## config.mk

```make
export PLATFORM = sky130hd
export DESIGN_NAME = port_power_mgr
export DESIGN_NICKNAME = d
export VERILOG_FILES = /design/src/rtl/ppm_pkg.sv /design/src/rtl/ppm_tick.sv /design/src/rtl/ppm_oc_filter.sv /design/src/rtl/ppm_port_ctrl.sv /design/src/rtl/port_power_mgr.sv
export SDC_FILE = /design/constraint.sdc
export NUM_CORES = 1
export LEC_CHECK = 0
export BUFFER_PORTS_ARGS = -buffer_cell sky130_fd_sc_hd__clkbuf_2
export CAP_MARGIN = 10
export CORE_ASPECT_RATIO = 2
export CORE_MARGIN = 2
export CORE_UTILIZATION = 54
export CTS_CLUSTER_DIAMETER = 100
export CTS_CLUSTER_SIZE = 25
export DETAILED_ROUTE_END_ITERATION = 6
export PLACE_DENSITY = 0.76
export SLEW_MARGIN = 20
export SYNTH_ARGS = -nofsm -noshare
export SYNTH_HDL_FRONTEND = slang
export SYNTH_SLANG_ARGS = --single-unit
```

## constraint.sdc

```tcl
create_clock -name clk -period 6.35 [get_ports clk]
set_clock_uncertainty 0.1 [all_clocks]
set_input_delay 1.27 -clock clk [delete_from_list [all_inputs] [get_ports clk]]
set_output_delay 1.27 -clock clk [all_outputs]
set_load 0.03 [all_outputs]
```

## src/rtl/ppm_pkg.sv

```systemverilog
package ppm_pkg;
  function automatic int ppm_cw(input int n);
    return (n < 2) ? 1 : $clog2(n);
  endfunction
endpackage

```

## src/rtl/ppm_tick.sv

```systemverilog
module ppm_tick
  import ppm_pkg::*;
#(
  parameter int TICK_DIV = 30000
) (
  input  logic clk,
  input  logic rst_n,
  output logic tick
);
  localparam int PW = ppm_cw(TICK_DIV);

  logic [PW-1:0] pre_q;

  always_ff @(posedge clk or negedge rst_n) begin
    if (!rst_n) pre_q <= '0;
    else if (pre_q == PW'(TICK_DIV - 1)) pre_q <= '0;
    else pre_q <= pre_q + 1'b1;
  end

  assign tick = (pre_q == PW'(TICK_DIV - 1));

  generate
    if (TICK_DIV > 1) begin : g_gap
      p_tick_gap_r5: assert property (@(posedge clk) disable iff (!rst_n)
        tick |=> !tick)
        else $error("tick repeated on consecutive cycles");
    end
  endgenerate
endmodule

```

## src/rtl/ppm_oc_filter.sv

```systemverilog
module ppm_oc_filter
  import ppm_pkg::*;
#(
  parameter int FILT_MS = 4
) (
  input  logic clk,
  input  logic rst_n,
  input  logic sense_n,
  input  logic pwr_on,
  input  logic tick,
  output logic confirm
);
  localparam int CW = ppm_cw(FILT_MS + 1);

  logic          s1_q, s2_q;
  logic [CW-1:0] cnt_q;
  logic          active;

  always_ff @(posedge clk or negedge rst_n) begin
    if (!rst_n) begin
      s1_q <= 1'b0;
      s2_q <= 1'b0;
    end else begin
      s1_q <= ~sense_n;
      s2_q <= s1_q;
    end
  end

  assign active  = s2_q & pwr_on;
  assign confirm = active & tick & (cnt_q == CW'(FILT_MS));

  always_ff @(posedge clk or negedge rst_n) begin
    if (!rst_n) cnt_q <= '0;
    else if (!active) cnt_q <= '0;
    else if (tick && cnt_q != CW'(FILT_MS)) cnt_q <= cnt_q + 1'b1;
  end

  p_idle_clear_r4: assert property (@(posedge clk) disable iff (!rst_n)
    !pwr_on |=> (cnt_q == '0))
    else $error("filter counted while port unpowered");

  p_cnt_bound_r5: assert property (@(posedge clk) disable iff (!rst_n)
    cnt_q <= CW'(FILT_MS))
    else $error("filter count beyond window");
endmodule

```

## src/rtl/ppm_port_ctrl.sv

```systemverilog
module ppm_port_ctrl #(
  parameter int NUM_PORTS = 4
) (
  input  logic                 clk,
  input  logic                 rst_n,
  input  logic                 gang_pwr,
  input  logic                 glob_oc,
  input  logic [NUM_PORTS-1:0] on_cmd,
  input  logic [NUM_PORTS-1:0] off_cmd,
  input  logic [NUM_PORTS-1:0] clr_cmd,
  input  logic [NUM_PORTS-1:0] confirm,
  output logic [NUM_PORTS-1:0] pwr_q,
  output logic [NUM_PORTS-1:0] fault_q
);
  localparam logic [NUM_PORTS-1:0] ALL = {NUM_PORTS{1'b1}};

  logic                 spread;
  logic [NUM_PORTS-1:0] fault_set, on_eff, off_eff, blocked;
  logic [NUM_PORTS-1:0] pwr_d, fault_d;

  assign spread    = gang_pwr | glob_oc;
  assign fault_set = spread ? ((|confirm) ? ALL : '0) : confirm;
  assign on_eff    = gang_pwr ? ((|on_cmd) ? ALL : '0) : on_cmd;
  assign off_eff   = gang_pwr ? ((|off_cmd) ? ALL : '0) : off_cmd;
  assign blocked   = gang_pwr ? ((|fault_q) ? ALL : '0) : fault_q;

  always_comb begin
    fault_d = (fault_q & ~clr_cmd) | fault_set;
    for (int i = 0; i < NUM_PORTS; i++) begin
      if (fault_set[i] || off_eff[i]) pwr_d[i] = 1'b0;
      else if (on_eff[i] && !blocked[i]) pwr_d[i] = 1'b1;
      else pwr_d[i] = pwr_q[i];
    end
  end

  always_ff @(posedge clk or negedge rst_n) begin
    if (!rst_n) begin
      pwr_q   <= '0;
      fault_q <= '0;
    end else begin
      pwr_q   <= pwr_d;
      fault_q <= fault_d;
    end
  end

  p_cut_on_confirm_r5: assert property (@(posedge clk) disable iff (!rst_n)
    (|confirm) |=> ((pwr_q & $past(confirm)) == '0))
    else $error("power still on after confirmed fault");

  p_spread_r8: assert property (@(posedge clk) disable iff (!rst_n)
    ((|confirm) && spread) |=> (pwr_q == '0 && fault_q == ALL))
    else $error("fault not spread to all ports");

  p_off_while_fault_r9: assert property (@(posedge clk) disable iff (!rst_n)
    (pwr_q & fault_q) == '0)
    else $error("port powered while fault latched");
endmodule

```

## src/rtl/port_power_mgr.sv

```systemverilog
module port_power_mgr #(
  parameter int NUM_PORTS = 4,
  parameter int TICK_DIV  = 30000,
  parameter int FILT_MS   = 4
) (
  input  logic                 clk,
  input  logic                 rst_n,
  input  logic                 gang_pwr,
  input  logic                 glob_oc,
  input  logic [NUM_PORTS-1:0] pwr_on,
  input  logic [NUM_PORTS-1:0] pwr_off,
  input  logic [NUM_PORTS-1:0] oc_clr,
  input  logic [NUM_PORTS-1:0] oc_sense_n,
  output logic [NUM_PORTS-1:0] pwr_en_n,
  output logic [NUM_PORTS-1:0] oc_flag
);
  logic                 tick;
  logic [NUM_PORTS-1:0] confirm, pwr_q, fault_q;

  ppm_tick #(.TICK_DIV(TICK_DIV)) u_tick (
    .clk(clk), .rst_n(rst_n), .tick(tick)
  );

  generate
    for (genvar i = 0; i < NUM_PORTS; i++) begin : g_port
      ppm_oc_filter #(.FILT_MS(FILT_MS)) u_filt (
        .clk(clk), .rst_n(rst_n), .sense_n(oc_sense_n[i]),
        .pwr_on(pwr_q[i]), .tick(tick), .confirm(confirm[i])
      );
    end
  endgenerate

  ppm_port_ctrl #(.NUM_PORTS(NUM_PORTS)) u_ctrl (
    .clk(clk), .rst_n(rst_n), .gang_pwr(gang_pwr), .glob_oc(glob_oc),
    .on_cmd(pwr_on), .off_cmd(pwr_off), .clr_cmd(oc_clr),
    .confirm(confirm), .pwr_q(pwr_q), .fault_q(fault_q)
  );

  assign pwr_en_n = ~pwr_q;
  assign oc_flag  = fault_q;

  p_reset_state_r1: assert property (@(posedge clk)
    $rose(rst_n) |-> (pwr_en_n == '1 && oc_flag == '0))
    else $error("outputs not in reset state");
endmodule

```

# Word level (Yosys, flattened, before mapping)
# Index checks and enable logic that the tools add are counted.
# totals
regBits	43
inputBits	20
output_inout_bits	8
# classes
add_sub_neg	5
n_eq_ne	13
n_mux	25
bitwise_logic	21
reduce_logical	24
# op_table
op	count
2-to-1 mux 4 bit	8
2-to-1 mux 3 bit	8
OR reduction 4 bit	4
adder 15 x 1 -> 15 bit, second input constant	1
equality test 15 bit, second input constant	1
2-to-1 mux 15 bit	1
adder 3 x 1 -> 3 bit, second input constant	4
bitwise AND 1 bit	12
equality test 3 bit, second input constant	4
inequality test 3 bit, second input constant	4
logical AND 1 bit	8
2-to-1 mux 1 bit	8
inequality test 2 bit, second input constant	4
NOT 4 bit	2
nonzero test 2 bit	4
bitwise AND 4 bit	1
zero test 1 bit	4
logical OR 1 bit	4
NOT 1 bit	4
bitwise OR 4 bit	1
bitwise OR 1 bit	1

# Logic depth before layout (Yosys ltp)
# Gate-level depths: netlist of the first run.
# depth
word_depth	8
depth_mapped	6
ltp_nobuf	6

# Cells and area by module
# Synthesis of the first run repeated with hierarchy kept, for this count alone.
# unflattened
cells_unflattened	218
area_unflattened_um2	2237.1
# modules_own_cells
module	instances	cells_per_inst	area_each_um2	seq_area_each_um2
ppm_oc_filter	4	23	252.7	125.1
ppm_tick	1	70	749.5	375.4
ppm_port_ctrl	1	52	461.7	200.2
port_power_mgr	1	4	15.0	0.0

# Least setup slack after synthesis of the first run
# OpenSTA, ideal clock, no wires.
# synth_path
path_type	input-to-reg
start	in pwr_off[1]
end	reg u_ctrl.pwr_q[0]
setup_ps	125
arrival_time_ps	2030
required_ps	6125
slack_ps	4095
path_stages	2
n_path_buf	0
cell_sequence	o41a_1 a2111oi_0
# synth_via
elab_chain_len	5
elab_cells_between_ends	6
# synth_rtl
element	line	rtl
start: declaration	port_power_mgr.sv:11	input logic [NUM_PORTS-1:0] pwr_off,
OR reduction 4 bit (*)	ppm_port_ctrl.sv:24	assign off_eff = gang_pwr ? ((|off_cmd) ? ALL : '0) : off_cmd;
2-to-1 mux 4 bit (*) (2 in a row)	ppm_port_ctrl.sv:24	
logical OR 1 bit (*)	ppm_port_ctrl.sv:30	if (fault_set[i] || off_eff[i]) pwr_d[i] = 1'b0;
2-to-1 mux 1 bit / nonzero test 2 bit (equally long branches)	--	
end signal: assignment	ppm_port_ctrl.sv:41	pwr_q <= pwr_d;
end: declaration	ppm_port_ctrl.sv:12	output logic [NUM_PORTS-1:0] pwr_q,
# Mark *: on every way between the ends. The rest lies on a longest branch, timed or not.
# A chain may end at the register's enable or synchronous reset.

# Worst setup path in the final report of the first run
# layout_path
start	reg u_tick.pre_q[0]
end	reg u_ctrl.pwr_q[1]
# layout_via
elab_chain_len	8
elab_cells_between_ends	15
# layout_rtl
element	line	rtl
start: declaration	ppm_tick.sv:12	logic [PW-1:0] pre_q;
start signal: assignment	ppm_tick.sv:17	else pre_q <= pre_q + 1'b1;
equality test 15 bit (*)	ppm_tick.sv:20	assign tick = (pre_q == PW'(TICK_DIV - 1));
bitwise AND 1 bit (2 in a row)	ppm_oc_filter.sv:30	assign confirm = active & tick & (cnt_q == CW'(FILT_MS));
OR reduction 4 bit	ppm_port_ctrl.sv:22	assign fault_set = spread ? ((|confirm) ? ALL : '0) : confirm;
2-to-1 mux 4 bit	ppm_port_ctrl.sv:22	
2-to-1 mux 4 bit (*)	ppm_port_ctrl.sv:22	
logical OR 1 bit (*)	ppm_port_ctrl.sv:30	
2-to-1 mux 1 bit / nonzero test 2 bit (equally long branches)	--	
# Marked as above.

==> impl_metrics.env, run 1 <==
export IMPL_hold_end="g_port[0].u_filt.s2_q"
export IMPL_min_delay_path_depth=0
export IMPL_num_nets_final=269
export IMPL_fillers=325
export IMPL_drc=0
export IMPL_async_reset_ff_frac=1.000
export IMPL_synth_warnings=0
export IMPL_grt_max_degree=44
export IMPL_synth_seq_area_share=0.5156
export IMPL_hp_class="reg -> reg"
export IMPL_synth_top_area_share=0.5156
export IMPL_slew_violations=0
export IMPL_grt_remaining_overflow=0
export IMPL_slowest_stage="or4_1"
export IMPL_multi_input_area_sq_um=918.4
export IMPL_pre_cts_slack_ps=3814
export IMPL_dp_cells=284
export IMPL_syn_area_sq_um=2087
export IMPL_reg2regPathDepth=5
export IMPL_hpwlAfterDp_um=2929
export IMPL_routabilityCongestion=0.8022
export IMPL_final_area_sq_um=2384
export IMPL_finalHoldViolations=0
export IMPL_viasPerCell=5.616
export IMPL_r2r_start="u_tick.pre_q[0]"
export IMPL_synth_main_ff_cell="dfrtp_1"
export IMPL_power_density_nw_per_um2=206.5
export IMPL_antenna_cells=0
export IMPL_core_rowCount=32
export IMPL_fp_coreArea_sq_um=3764
export IMPL_synth_cell_types=31
export IMPL_post_drt_wl_per_cell_um=13.85
export IMPL_p_leak_uw=0.001095
export IMPL_worstPathArrival_ps=2560
export IMPL_cts_resized=0
export IMPL_fin_crit_sh=0.3955
export IMPL_cp_required_ps=6390
export IMPL_r2r_setup_slack_ps=3840
export IMPL_worst_slew_pin_slew_ps=924.0
export IMPL_cts_tree="yes"
export IMPL_status="finished, final reports clean"
export IMPL_finalWorstSetupSlack_ps=3839
export IMPL_grt_usage=0.2209
export IMPL_cpPeakStageDelay_ps=800
export IMPL_dieArea_sq_um=4408
export IMPL_clock_fmax_ghz=0.3982
export IMPL_drv_cap=0
export IMPL_layout_drive_gt1_share=0.1618
export IMPL_fin_setup_tns_ps=0
export IMPL_slew_headroom=0.3840
export IMPL_min_from="g_port[0].u_filt.s1_q"
export IMPL_setup_worst_path_class="reg -> reg"
export IMPL_synth_most_common_cell="dfrtp_1"
export IMPL_instances_no_fill=292
export IMPL_path_cells="ha_1 > nand4_1 > or4_1 > a41oi_4 > a2111oi_0"
export IMPL_die_height_um=91.92
export IMPL_cts_setup_buffers=0
export IMPL_dr_total_vias=1640
export IMPL_die_w_um=47.96
export IMPL_ys_seq_elements=43
export IMPL_grt_pass1_wl_um=7065
export IMPL_avgSynthCellArea_sq_um=9.986
export IMPL_numCtsBuffers=5
export IMPL_cts_reportedPaths_clkPinSlew_ps=80
export IMPL_postSynthCellCount=209
export IMPL_start_util=0.5545
export IMPL_path_max_fanout=10
export IMPL_setup_viol=0
export IMPL_cts_sinks=43
export IMPL_cp_start_kind="flip-flop"
export IMPL_min_period_ps=2511
export IMPL_crit_path_end_kind="flip-flop"
export IMPL_synth_edf_count=0
export IMPL_r2r_end="u_ctrl.pwr_q[1]"
export IMPL_area_delta_synth_final_pct=14.21
export IMPL_rsz0062_at_grt="false"
export IMPL_drt_wl_total_um=4043
export IMPL_drtPass1Iterations=6
export IMPL_clockBufferDepth=2
export IMPL_first_global_vias=1606
export IMPL_antenna_found_initial=0
export IMPL_antenna_left=0
export IMPL_io_pins=28
export IMPL_clock_tree_root_cell="clkbuf_8"
export IMPL_ff_latch_area_sq_um=1076
export IMPL_synth_top_cell_by_area="dfrtp_1"
export IMPL_ir_drop_mv=0.1926
export IMPL_port_buffer_count=27
export IMPL_placed_area_sq_um=2283
export IMPL_synth_area_leaders="dfrtp_1, ha_1, a21oi_1"
export IMPL_synth_common_cells="dfrtp_1, inv_1, nor2_1, a21oi_1, nand3_1"
export IMPL_clkLatencyLatePin_ps=290
export IMPL_hold_buffers=0
export IMPL_syn_nets=238
export IMPL_htree_levels=2
export IMPL_drt_iter0_drc=26
-- layout make-up --
class                           instances  share of cell area
Sequential cell                        43              0.4514
Multi-Input combinational cell        140              0.3853
Timing Repair Buffer                   28             0.05984
Clock buffer                            8             0.04199
Inverter                               22             0.03465
Tap cell                               51             0.02677
-- cell usage in the layout, fill, tap and decap left out, types with 2 or more instances in the layout --
cell / n
ha_1: 9
and2_1: 5
inv_1: 22
a2111oi_0: 4
or4_1: 2
clkbuf_8: 7
nand4_1: 4
nor3_1: 6
nand2_1: 16
nor4_1: 3
xnor2_1: 7
xor2_1: 5
and4_1: 2
o21ai_0: 8
nand3_1: 17
a22o_1: 3
nor2_1: 18
a21oi_1: 17
and4b_1: 4
clkbuf_2: 26
dfrtp_1: 43
-- state kept, by name (all words and copies together) (netlist names) --
name,flops
g_port.u_filt.s1_q,4
u_ctrl.fault_q,4
u_tick.pre_q,15
g_port.u_filt.cnt_q,12
g_port.u_filt.s2_q,4
u_ctrl.pwr_q,4
-- metal layers --
layer  GRT usage  vias to the layer above  share of wire
li1            -                      788              -
met1      0.2819                      804           0.43
met2      0.3289                       38           0.51
met3     0.05906                       10          0.031
met4      0.1149                        0          0.031
met5           0                        -              0
-- stage by stage --
step / hold WS [ps] / total power [uW] / utilization
2_1_floorplan: 231.2 / 295.6 / -
3_3_place_gp: 233.3 / 311.1 / 0.6067
3_5_place_dp: 235.5 / 312.0 / 0.6067
4_1_cts: 253.6 / 500.0 / 0.6333
6_report: 248.4 / 492.2 / 0.6333
5_1_grt: 267.3 / 515.4 / 0.6333
-- logic make-up after synthesis --
logic type | after synthesis | share of synthesized area
mux | 1 | 0.005395
fa+ha+maj | 9 | 0.05396
buf+inv | 26 | 0.04856
flops | 43 | 0.5156
simple gates | 82 | 0.2104
xor+xnor | 12 | 0.05036
compound gates | 36 | 0.1157
-- report_power, final --
| part | switching, uW | total (uW) | internal, uW |
|---|---|---|---|
| combinational | 16.9 | 25.4 | 8.43 |
| sequential | 3.07 | 281 | 278 |
| clock | 86.7 | 186 | 99.2 |
-- critical path: cells and delay by family, from the launching register on --
family                   cells  cell delay [ps]
AO/OA/AOI/OAI                2              550
adder cells (fa/ha/maj)      1              240
flip-flops                   1              390
AND/OR/NAND/NOR              2             1080
-- how the worst max path moves through the flow --
stage | from | endpoint | slack [ps] | depth (start not counted)
after floorplan | pwr_off[1] | u_ctrl.pwr_q[0] | 4100 | 2
after global placement | pwr_off[1] | u_ctrl.pwr_q[3] | 3910 | 3
after detailed placement | pwr_off[1] | u_ctrl.pwr_q[3] | 3810 | 3
after CTS | u_tick.pre_q[0] | u_ctrl.pwr_q[1] | 3840 | 5
after global routing | u_tick.pre_q[0] | u_ctrl.pwr_q[1] | 3680 | 5
final | u_tick.pre_q[0] | u_ctrl.pwr_q[1] | 3840 | 5
(Power assumes the default switching activity.)
==> inputs of run 2 (changes only) <==
Settings changed: CORE_UTILIZATION 54 to 51.
Clock period 6.35 ns to 2.2 ns, I/O delays scaled along.
==> run 2 against run 1 <==
Compared with the run above: combinational power increased to 3.1 times the previous value; first-iteration DRC count rose by 19%; global-route usage decreased by 0.18 points; die area is 5.5% higher; maximum frequency increased by 18%; sequential share of layout area decreased by 2.1 points; critical path depth down 1; register-to-register slack got worse by 3800 ps; critical path type unchanged; largest power group unchanged.
==> impl_metrics.env, run 2 (synthesized netlist as in run 1, its figures left out) <==
export IMPL_use_met2=0.4020
export IMPL_drt_wl_total_um=4482
export IMPL_grt_util_met1=0.2183
export IMPL_busiest_layer="met2"
export IMPL_finalHoldViolations=0
export IMPL_grt_use_met3=0.05063
export IMPL_rsz0062_at_grt="false"
export IMPL_num_nets_final=280
export IMPL_grt_max_degree=33
export IMPL_drc=0
export IMPL_grt_pass1_wl_um=7617
export IMPL_reg_top3="u_tick.pre_q: 15 flops, g_port.u_filt.cnt_q: 12 flops"
export IMPL_clock_tree_root_cell="clkbuf_8"
export IMPL_cp_start_kind="flip-flop"
export IMPL_setup_worst_path_class="reg -> reg"
export IMPL_final_cell_mix="dfrtp_1, clkbuf_2, inv_1"
export IMPL_min_period_ps=2133
export IMPL_area_delta_synth_final_pct=19.84
export IMPL_core_rowCount=32
export IMPL_cts_reportedPaths_clkPinSlew_ps=70
export IMPL_die_height_um=94.47
export IMPL_die_w_um=49.24
export IMPL_power_density_nw_per_um2=572.9
export IMPL_fin_setup_tns_ps=0
export IMPL_status="finished, final reports clean"
export IMPL_cts_tree="yes"
export IMPL_port_buffer_count=27
export IMPL_cts_setup_buffers=0
export IMPL_grt_usage=0.2190
export IMPL_dieArea_sq_um=4651
export IMPL_drt_iter0_drc=31
export IMPL_hpwlAfterDp_um=3382
export IMPL_dr_total_vias=1700
export IMPL_slew_headroom=0.7305
export IMPL_hp_class="in -> reg"
export IMPL_clock_fmax_ghz=0.4687
export IMPL_p_leak_uw=0.001157
export IMPL_fp_coreArea_sq_um=3884
export IMPL_post_drt_wl_per_cell_um=14.79
export IMPL_ir_drop_mv=0.5176
export IMPL_htree_levels=2
export IMPL_layout_drive_gt1_share=0.1984
export IMPL_worstPathArrival_ps=2190
export IMPL_largest_register="u_tick.pre_q"
export IMPL_cp_required_ps=2260
export IMPL_setup_viol=0
export IMPL_clockBufferDepth=2
export IMPL_io_pins=28
export IMPL_r2r_setup_slack_ps=70
export IMPL_fin_crit_sh=0.9697
export IMPL_crit_path_end_kind="flip-flop"
export IMPL_antenna_left=0
export IMPL_drv_cap=0
export IMPL_clkLatencyLatePin_ps=300
export IMPL_antenna_found_initial=0
export IMPL_drtPass1Iterations=4
export IMPL_slew_violations=0
export IMPL_antenna_cells=0
export IMPL_largest_reg_flops=15
export IMPL_fillers=320
export IMPL_final_core_util=0.6440
export IMPL_numCtsBuffers=5
export IMPL_cts_sinks=43
export IMPL_start_util=0.5374
export IMPL_routabilityCongestion=0.7828
export IMPL_worst_slew_pin_slew_ps=400.6
export IMPL_viasPerCell=5.611
export IMPL_first_global_vias=1744
export IMPL_final_common_cell="dfrtp_1"
export IMPL_grt_remaining_overflow=0
export IMPL_path_max_fanout=8
run 2: cell count changes in the layout (fill, tap and decap cells not counted), moves of 2 or more:
cell,delta
a2111oi_1,+3
a2111oi_0,-3
buf_12,+2
buf_4,+8
run 2: critical path: stages (launching register included):
cell	delay, ps
dfrtp_1	390
or4_4	540
or4_4	510
a41oi_4	300
a2111oi_0	160
run 2: layout make-up:
class | count | area [sq um] | share of cell area
repair buffers | 39 | 252.7 | 0.1011
multi-input cells | 140 | 925.9 | 0.3702
flip-flops and latches | 43 | 1076 | 0.4302
inverters | 22 | 82.58 | 0.03302
well taps | 51 | 63.81 | 0.02551
clock buffers | 8 | 100.1 | 0.04002
run 2: worst paths after layout:
path | from | end | cells past startpoint
worst max-delay path | u_tick.pre_q[9] | u_ctrl.pwr_q[2] | 4
worst min-delay path | oc_sense_n[0] | g_port[0].u_filt.s1_q | 2
worst max register to register | u_tick.pre_q[9] | u_ctrl.pwr_q[2] | 4
worst min register to register | g_port[1].u_filt.s1_q | g_port[1].u_filt.s2_q | 0
max in group asynchronous | rst_n | g_port[0].u_filt.s1_q | 3
min in group asynchronous | rst_n | g_port[1].u_filt.cnt_q[2] | 2
run 2: repair_timing:
action                     4_1_cts  5_1_grt
hold buffers                     1        0
hold endpoints to repair        11        0
setup endpoints to repair        0        9
gates resized for setup          0        5
run 2: power by group:
group | leakage (uW) | switching, uW | total (uW) | internal (uW)
Sequential | 0.000564 | 8.86 | 811 | 802
Combinational | 0.000541 | 49.7 | 79.4 | 29.7
Clock | 0.0000515 | 257 | 543 | 286
Total | 0.00116 | 315 | 1430 | 1120
run 2: metal layers:
layer	part of all wire	routed length, um
met2	0.56	2518
met5	0	0
met3	0.039	176
met1	0.37	1642
met4	0.032	144
run 2: through the flow:
stage	worst slack, ps	cells	area, sq um	total power (uW)	hold WS [ps]
after floorplan	39.36	209	2087	853.1	44.41
after global placement	84.33	294	2384	903.3	232.0
after detailed placement	43.32	294	2384	904.3	234.7
after CTS	33.12	303	2494	1442	170.7
after global routing	3.946	303	2501	1490	159.3
final	66.63	303	2501	1433	169.5
